`config.mk`:
```
export PLATFORM = sky130hd
export DESIGN_NAME = pair_shift_unit
export DESIGN_NICKNAME = d
export VERILOG_FILES = /design/src/rtl/psr_pkg.sv /design/src/rtl/psr_decode.sv /design/src/rtl/psr_shift.sv /design/src/rtl/psr_flags.sv /design/src/rtl/pair_shift_unit.sv
export SDC_FILE = /design/constraint.sdc
export NUM_CORES = 1
export LEC_CHECK = 0
export BUFFER_PORTS_ARGS = -buffer_cell sky130_fd_sc_hd__buf_2
export CORE_MARGIN = 2
export CORE_UTILIZATION = 35
export DETAILED_ROUTE_END_ITERATION = 10
export PLACE_DENSITY_LB_ADDON = 0.25
export SYNTH_ARGS = -nofsm -noshare
export SYNTH_HDL_FRONTEND = slang
export SYNTH_SLANG_ARGS = --single-unit
```
`constraint.sdc`:
```
create_clock -name clk -period 5.3 [get_ports clk]
set_input_delay 0.53 -clock clk [delete_from_list [all_inputs] [get_ports clk]]
set_output_delay 0.53 -clock clk [all_outputs]
set_load 0.005 [all_outputs]
```
`src/rtl/psr_pkg.sv`:
```
package psr_pkg;

    localparam int REG_W_DEF   = 32;
    localparam int WORD_W_DEF  = 16;
    localparam int FIELD_W_DEF = 4;
    localparam int RPT_W_DEF   = 16;
    localparam int TAG_W_DEF   = WORD_W_DEF - FIELD_W_DEF;

    // Upper bits of the instruction word that identify the operation.
    localparam logic [TAG_W_DEF-1:0] OPC_TAG = 12'b0101_0110_1001;

    // Status bits written by the operation.
    typedef struct packed {
        logic n;
        logic z;
        logic c;
    } nzc_t;

    // Write enables produced for one executed instruction.
    typedef struct packed {
        logic acc;
        logic p;
        logic flags;
        logic rpt;
    } wen_t;

    localparam wen_t WEN_NONE = '{acc: 1'b0, p: 1'b0, flags: 1'b0, rpt: 1'b0};
    localparam nzc_t NZC_CLR  = '{n: 1'b0, z: 1'b0, c: 1'b0};

    // Non-zero test kept as a function so callers read as intent.
    function automatic logic count_pending(input logic [RPT_W_DEF-1:0] cnt);
        return cnt != '0;
    endfunction

endpackage

```
`src/rtl/psr_decode.sv`:
```
module psr_decode #(
    parameter int WORD_W  = psr_pkg::WORD_W_DEF,
    parameter int FIELD_W = psr_pkg::FIELD_W_DEF,
    parameter int TAG_W   = WORD_W - FIELD_W,
    parameter logic [TAG_W-1:0] TAG = TAG_W'(psr_pkg::OPC_TAG)
) (
    input  logic               valid,
    input  logic [WORD_W-1:0]  word,
    output logic               hit,
    output logic [FIELD_W-1:0] field
);

    logic [TAG_W-1:0] upper;

    always_comb begin
        upper = word[WORD_W-1:FIELD_W];
        field = word[FIELD_W-1:0];
        hit   = valid && (upper == TAG);
    end

endmodule

```
`src/rtl/psr_shift.sv`:
```
module psr_shift #(
    parameter int PAIR_W  = 2 * psr_pkg::REG_W_DEF,
    parameter int FIELD_W = psr_pkg::FIELD_W_DEF
) (
    input  logic [PAIR_W-1:0]  operand,
    input  logic [FIELD_W-1:0] field,
    output logic [PAIR_W-1:0]  result,
    output logic               last_out
);

    // Stage k conditionally shifts by 2**k; together they shift by "field".
    // The bit then sitting at position 0 is the one the final single-place
    // step pushes out, i.e. the carry for a total of field+1 places.
    logic [PAIR_W-1:0] stage [FIELD_W+1];

    assign stage[0] = operand;

    for (genvar k = 0; k < FIELD_W; k++) begin : g_stage
        localparam int STEP = 1 << k;
        assign stage[k+1] = field[k] ? (stage[k] >> STEP) : stage[k];
    end

    assign last_out = stage[FIELD_W][0];
    assign result   = stage[FIELD_W] >> 1;

endmodule

```
`src/rtl/psr_flags.sv`:
```
module psr_flags #(
    parameter int PAIR_W = 2 * psr_pkg::REG_W_DEF
) (
    input  logic [PAIR_W-1:0] result,
    input  logic              last_out,
    output psr_pkg::nzc_t     nzc
);

    always_comb begin
        nzc.n = result[PAIR_W-1];
        nzc.z = (result == '0);
        nzc.c = last_out;
    end

endmodule

```
`src/rtl/pair_shift_unit.sv`:
```
module pair_shift_unit #(
    parameter int REG_W   = psr_pkg::REG_W_DEF,
    parameter int WORD_W  = psr_pkg::WORD_W_DEF,
    parameter int FIELD_W = psr_pkg::FIELD_W_DEF,
    parameter int RPT_W   = psr_pkg::RPT_W_DEF
) (
    input  logic              clk,
    input  logic              rst,
    input  logic              instr_valid,
    input  logic [WORD_W-1:0] instr_word,
    input  logic [REG_W-1:0]  acc_in,
    input  logic [REG_W-1:0]  p_in,
    input  logic [RPT_W-1:0]  rpt_count_in,
    output logic [REG_W-1:0]  acc_out,
    output logic [REG_W-1:0]  p_out,
    output logic              acc_we,
    output logic              p_we,
    output logic              flag_n,
    output logic              flag_z,
    output logic              flag_c,
    output logic              flag_we,
    output logic [RPT_W-1:0]  rpt_count_out,
    output logic              rpt_we
);
    import psr_pkg::*;

    localparam int PAIR_W = 2 * REG_W;

    logic               hit;
    logic [FIELD_W-1:0] field;
    logic [PAIR_W-1:0]  operand;
    logic [PAIR_W-1:0]  shifted;
    logic               last_out;
    nzc_t               nzc_next;
    wen_t               wen_next;

    logic [PAIR_W-1:0]  pair_q;
    nzc_t               nzc_q;
    wen_t               wen_q;
    logic [RPT_W-1:0]   rpt_q;

    assign operand = {acc_in, p_in};

    psr_decode #(.WORD_W(WORD_W), .FIELD_W(FIELD_W)) u_decode (
        .valid (instr_valid),
        .word  (instr_word),
        .hit   (hit),
        .field (field)
    );

    psr_shift #(.PAIR_W(PAIR_W), .FIELD_W(FIELD_W)) u_shift (
        .operand  (operand),
        .field    (field),
        .result   (shifted),
        .last_out (last_out)
    );

    psr_flags #(.PAIR_W(PAIR_W)) u_flags (
        .result   (shifted),
        .last_out (last_out),
        .nzc      (nzc_next)
    );

    always_comb begin
        wen_next       = WEN_NONE;
        wen_next.acc   = hit;
        wen_next.p     = hit;
        wen_next.flags = hit;
        wen_next.rpt   = hit && (rpt_count_in != '0);
    end

    always_ff @(posedge clk) begin
        if (rst) begin
            pair_q <= '0;
            nzc_q  <= NZC_CLR;
            wen_q  <= WEN_NONE;
            rpt_q  <= '0;
        end else begin
            wen_q <= wen_next;
            if (hit) begin
                pair_q <= shifted;
                nzc_q  <= nzc_next;
                rpt_q  <= '0;
            end
        end
    end

    assign acc_out       = pair_q[PAIR_W-1:REG_W];
    assign p_out         = pair_q[REG_W-1:0];
    assign acc_we        = wen_q.acc;
    assign p_we          = wen_q.p;
    assign flag_we       = wen_q.flags;
    assign rpt_we        = wen_q.rpt;
    assign flag_n        = nzc_q.n;
    assign flag_z        = nzc_q.z;
    assign flag_c        = nzc_q.c;
    assign rpt_count_out = rpt_q;

endmodule

```
==> results of run 1 <==
## worst paths after layout
check / startpoint / endpoint / slack, ns
hold / removal: pair_q[60]$_SDFFE_PP0P_ / pair_q[60]$_SDFFE_PP0P_ / 0.45
setup / recovery: instr_word[1] / flag_z$_SDFFE_PP0P_ / 2.13
setup reg to reg: pair_q[34]$_SDFFE_PP0P_ / pair_q[34]$_SDFFE_PP0P_ / 4.59
hold reg to reg: pair_q[60]$_SDFFE_PP0P_ / pair_q[60]$_SDFFE_PP0P_ / 0.45
## kinds of logic after synthesis
logic type      share of synthesized area, %
compound gates                          11.8
mux                                     41.0
buf+inv                                 7.46
other cells                           0.0658
simple gates                            16.1
flops                                   23.5
## worst min-delay path: cells and delay by family (launching register included)
kind             cells  cell delay (ns)
AO/OA/AOI/OAI        1             0.05
flip-flops           1             0.30
AND/OR/NAND/NOR      1             0.05
## where the power goes
part           internal (mW)  switching, mW  leakage, nW
clock                  0.386          0.207        0.146
sequential             0.504      0.0000279        0.539
combinational          0.187          0.229         2.27
## cell usage in the layout (no fill, tap or decap), types with 3 or more instances in the layout
master / n
or3_1: 3
conb_1: 18
a22o_1: 7
a22oi_1: 6
nand2_1: 28
a21oi_1: 63
mux2_1: 8
buf_4: 8
nand4_1: 11
buf_2: 166
nor2b_1: 5
a211oi_1: 11
o21ai_0: 9
nand3_1: 4
dfxtp_1: 67
mux2i_1: 47
nor3_1: 11
nand3b_1: 3
nor2_1: 116
mux4_2: 57
and2_1: 4
mux4_1: 6
clkbuf_16: 9
mux2_2: 30
nor4_1: 8
o211ai_1: 3
## state kept, by name, summed over array words and instances, names as in the netlist
register,cells
pair_q,63
flag_c,1
flag_z,1
rpt_we,1
flag_we,1
## stage by stage
stage,util [%],hold WS (ns),setup slack (ns),cells,instance area [sq um]
detailed placement,41.0,0.445,1.76,942,6520
global placement,41.0,0.439,1.83,942,6520
floorplan,-,0.448,2.46,628,5770
finish,42.9,0.447,2.13,957,6810
CTS,42.9,0.453,2.10,957,6810
global route,42.9,0.470,1.79,957,6810
## routing by layer
metal	wire, um	part of all wire, %
met1	8740	49
met2	7560	42
met4	304	1.7
met3	1340	7.4
met5	0	0
## synth_stat cells (8+ instances only)
cell type    n  area [sq um]
nand4_1     11          68.8
nor4_1       8          50.1
mux2_1       8          90.1
mux4_2      57          1280
mux2i_1     47           470
a21oi_1     63           315
buf_4       22           165
nor2_1     116           435
nor3_1      11          55.1
buf_1       11          41.3
clkbuf_1    32           120
dfxtp_1     67          1340
a211oi_1    11          82.6
mux2_2      30           338
nand2_1     28           105
o21ai_0      9          45.0
## layout make-up
| class | instances | share of cell area [%] |
|---|---|---|
| flip-flops and latches | 67 | 19.7 |
| clock buffers | 13 | 3.82 |
| inverters | 4 | 0.220 |
| clock inverters | 2 | 0.514 |
| well taps | 216 | 3.97 |
| repair buffers | 174 | 13.1 |
| multi-input cells | 481 | 58.7 |
==> impl_metrics.tcl, run 1 <==
set metrics [dict create \
    netlist_area_sq_um 5700 \
    drc 0 \
    multiInputGateArea_sq_um 4000 \
    grt_overflow_total 0 \
    drv_cap 0 \
    busiest_layer "met1" \
    cts_buffer_depth 2 \
    area_growth_syn_to_layout_pct 19.5 \
    finalPower_mw 1.51 \
    vias_per_cell 5.69 \
    cts_setup_buffers 0 \
    drive_gt1_share_pct 37.4 \
    fp.dieW_um 132 \
    tightest_slew_ns 1.17 \
    met1_usage_pct 30.4 \
    setup_tns_ns 0 \
    grt_pass1_wl_um 28100 \
    syn_inst 611 \
    skew_ns 0 \
    rows 46 \
    cp_top_family "buffers and inverters" \
    syn_area_per_cell_sq_um 9.33 \
    path_class "in2reg" \
    grtUsageMet2_pct 29.0 \
    final-hold-violation-count 0 \
    start_util_pct 35.9 \
    fp.dieH_um 132 \
    worst_path_max_delay_cell "buf_4" \
    cts_tree "yes" \
    grt_pass1_vias 5141 \
    drt_pre_antenna_iters 5 \
    synth-seq-cells 67 \
    cp.required_ns 5.56 \
    cts_root_buffer "clkbuf_16" \
    path_clk_slew_ns 0.05 \
    peakVddDrop_mv 0.122 \
    slew_headroom_pct 22.2 \
    clk_latency_ns 0.33 \
    crit_fanout 48 \
    cts_resized 0 \
    wl_per_cell_um 18.7 \
    slew_viol_final 0 \
    met3_usage_pct 3.16 \
    max_freq_mhz 315 \
    rsz0062_at_grt "no" \
    cts_sinks 67 \
    powerDensity_nw_per_um2 222 \
    min_path_cells 2 \
    period_minus_slack_ns 3.17 \
    ys_seq_area_share_pct 23.5 \
    cp_data_arrival_time_ns 3.44 \
    critPathMaxStageDelay_ns 0.62 \
    endpoint_kind "flip-flop" \
    io_pins 186 \
    final_nets 836 \
    place_congestion 0.892 \
    postCtsHoldBufs 0 \
    synth_warnings 0 \
    crit_cells 9 \
    cp-start-kind "primary input" \
    hp-class "reg2reg" \
    fillers 1602 \
    synth.distinct_cells 50 \
    gr-usage-all-layers_pct 20.0 \
    grt_max_degree 67 \
    cts_made_buffers 9 \
    async_flop_share_pct 0 \
    path_cells "buf_4, buf_4, mux4_2, mux2_2, mux2i_1, nand4_1, nor3_1, nand4_1, o21ai_1" \
    num_vias 5444 \
    synthFlopType "dfxtp_1" \
    routed_wl_um 17900 \
    die_area_sq_um 17300 \
    cp_num_buf_inv 2 \
    dpl.hpwl_um 14000 \
    setup_viol 0 \
    final-seq-area_sq_um 1340 \
    synth_edf_count 0 \
    htree_levels 3 \
    p_leak_nw 2.96 \
    antenna_found_initial 0 \
    postRouteAntennaNets 0 \
    drt_iter0_markers 419 \
    status "completed" \
    antennaDiodeCount 0 \
    ff2ff_path_depth 3 \
    core_area_sq_um 15900 \
    period_share_pct 59.9 \
    port_buffers 167 \
]
(Power assumes the default switching activity.)
==> run 2: changes to the inputs <==
clock period = 2.9 ns   (was 5.3 ns; I/O delays follow)
==> impl_metrics.tcl, run 2 (same netlist as run 1, synthesis figures left out) <==
set metrics [dict create \
    status "completed" \
    cp_data_arrival_time_ns 2.69 \
    postRouteAntennaNets 0 \
    cp_top_family "simple AND/OR/NAND/NOR gates" \
    layout_common_cells "buf_2 (166), nor2_1 (116), dfxtp_1 (67)" \
    cp.required_ns 3.16 \
    final-hold-violation-count 0 \
    skew_ns 0 \
    antennaDiodeCount 0 \
    crit_fanout 30 \
    slew_viol_final 0 \
    dpl.hpwl_um 14100 \
    io_pins 186 \
    tightest_slew_ns 0.664 \
    fp.dieH_um 132 \
    grt_pass1_wl_um 28300 \
    final_cell_area_sq_um 6980 \
    max_freq_mhz 412 \
    critPathMaxStageDelay_ns 0.55 \
    period_minus_slack_ns 2.43 \
    drv_cap 0 \
    grt_overflow_total 0 \
    drt_iter0_markers 342 \
    worst_path_max_delay_cell "mux4_2" \
    routed_wl_um 17800 \
    port_buffers 167 \
    path_cells "buf_4, buf_12, buf_12, mux4_2, and2_1, a31oi_1, nand3_1, nor4_1, nand4_1, o21ai_1" \
    vias_per_cell 5.62 \
    cts_buffer_depth 2 \
    start_util_pct 35.9 \
    grt_max_degree 121 \
    path_clk_slew_ns 0.05 \
    registers.top_by_ff_count "pair_q" \
    post-place-cells 957 \
    cts_setup_buffers 0 \
    drive_gt1_share_pct 38.7 \
    die_area_sq_um 17300 \
    grt_pass1_vias 5118 \
    core_area_sq_um 15900 \
    num_vias 5467 \
    rsz0062_at_grt "no" \
    antenna_found_initial 0 \
    clk_latency_ns 0.32 \
    hp-class "in2reg" \
    htree_levels 3 \
    final_nets 851 \
    path_class "in2reg" \
    post_dp_cell_area_sq_um 6690 \
    drc 0 \
    cts_resized 0 \
    powerDensity_nw_per_um2 395 \
    area_growth_syn_to_layout_pct 22.4 \
    cts_sinks 67 \
    worst_path_most_repeated_cell "buf_12" \
    cts_root_buffer "clkbuf_16" \
    cts_made_buffers 9 \
    slew_headroom_pct 55.8 \
    peakVddDrop_mv 0.303 \
    p_leak_nw 3.05 \
    cts_tree "yes" \
    place_congestion 0.954 \
    gr-usage-all-layers_pct 20.2 \
    cp_num_buf_inv 3 \
    drt_pre_antenna_iters 5 \
    endpoint_kind "flip-flop" \
    setup_tns_ns 0 \
    setup_viol 0 \
    final_common_cell "buf_2" \
    fin_cells 973 \
    rows 46 \
    period_share_pct 83.7 \
    fp.dieW_um 132 \
    postCtsHoldBufs 0 \
    wl_per_cell_um 18.3 \
    cp-start-kind "primary input" \
    largest_reg_flops 63 \
]
## run 2: cell types whose count changed in the layout (fill, tap and decap cells not counted)
cell,change
buf_4,+10
clkbuf_8,-2
clkinv_4,+1
clkinv_2,+2
buf_12,+5
## run 2: worst paths after layout
kind	start	to	slack, ns	depth (start not counted)
max	instr_word[1]	flag_z$_SDFFE_PP0P_	0.47	10
min	rst	flag_we$_SDFF_PP0_	0.21	2
max reg2reg	pair_q[34]$_SDFFE_PP0P_	pair_q[34]$_SDFFE_PP0P_	2.18	3
min reg2reg	pair_q[45]$_SDFFE_PP0P_	pair_q[45]$_SDFFE_PP0P_	0.45	2
## run 2: area by class of cell
| class | count | area [sq um] |
|---|---|---|
| Clock buffer | 11 | 233 |
| Inverter | 4 | 15.0 |
| Sequential cell | 67 | 1340 |
| Clock inverter | 5 | 53.8 |
| Fill cell | 1590 | 8910 |
| Timing Repair Buffer | 189 | 1070 |
| Tap cell | 216 | 270 |
| Multi-Input combinational cell | 481 | 4000 |
## run 2: per-stage QoR
step                      utilization (%)  setup WS [ns]  hold WS, ns  total power, mW
final                                43.9          0.472        0.215             2.76
after global routing                 43.9          0.299        0.213             2.88
after CTS                            43.9          0.487        0.192             2.78
after detailed placement             42.1          0.156        0.450             1.72
after global placement               42.1          0.153        0.443             1.71
after floorplan                         -          0.304        0.381             1.48
## run 2: metal layers
layer	GRT usage, %	part of all wire [%]
met5	0	0
met4	5.74	1.7
met3	3.24	7.3
met2	29.1	43
met1	30.9	48
## run 2: worst register-to-register path, cell delays in order, from the launching register on
cell     delay (ns)
dfxtp_1        0.30
nand2_1        0.06
o21ai_0        0.08
nor2b_1        0.15
## run 2: where the power goes
group	internal, mW	switching [mW]	leakage (nW)
clock	0.662	0.386	0.143
combinational	0.370	0.420	2.37
sequential	0.921	0.0000541	0.539
total	1.95	0.806	3.05
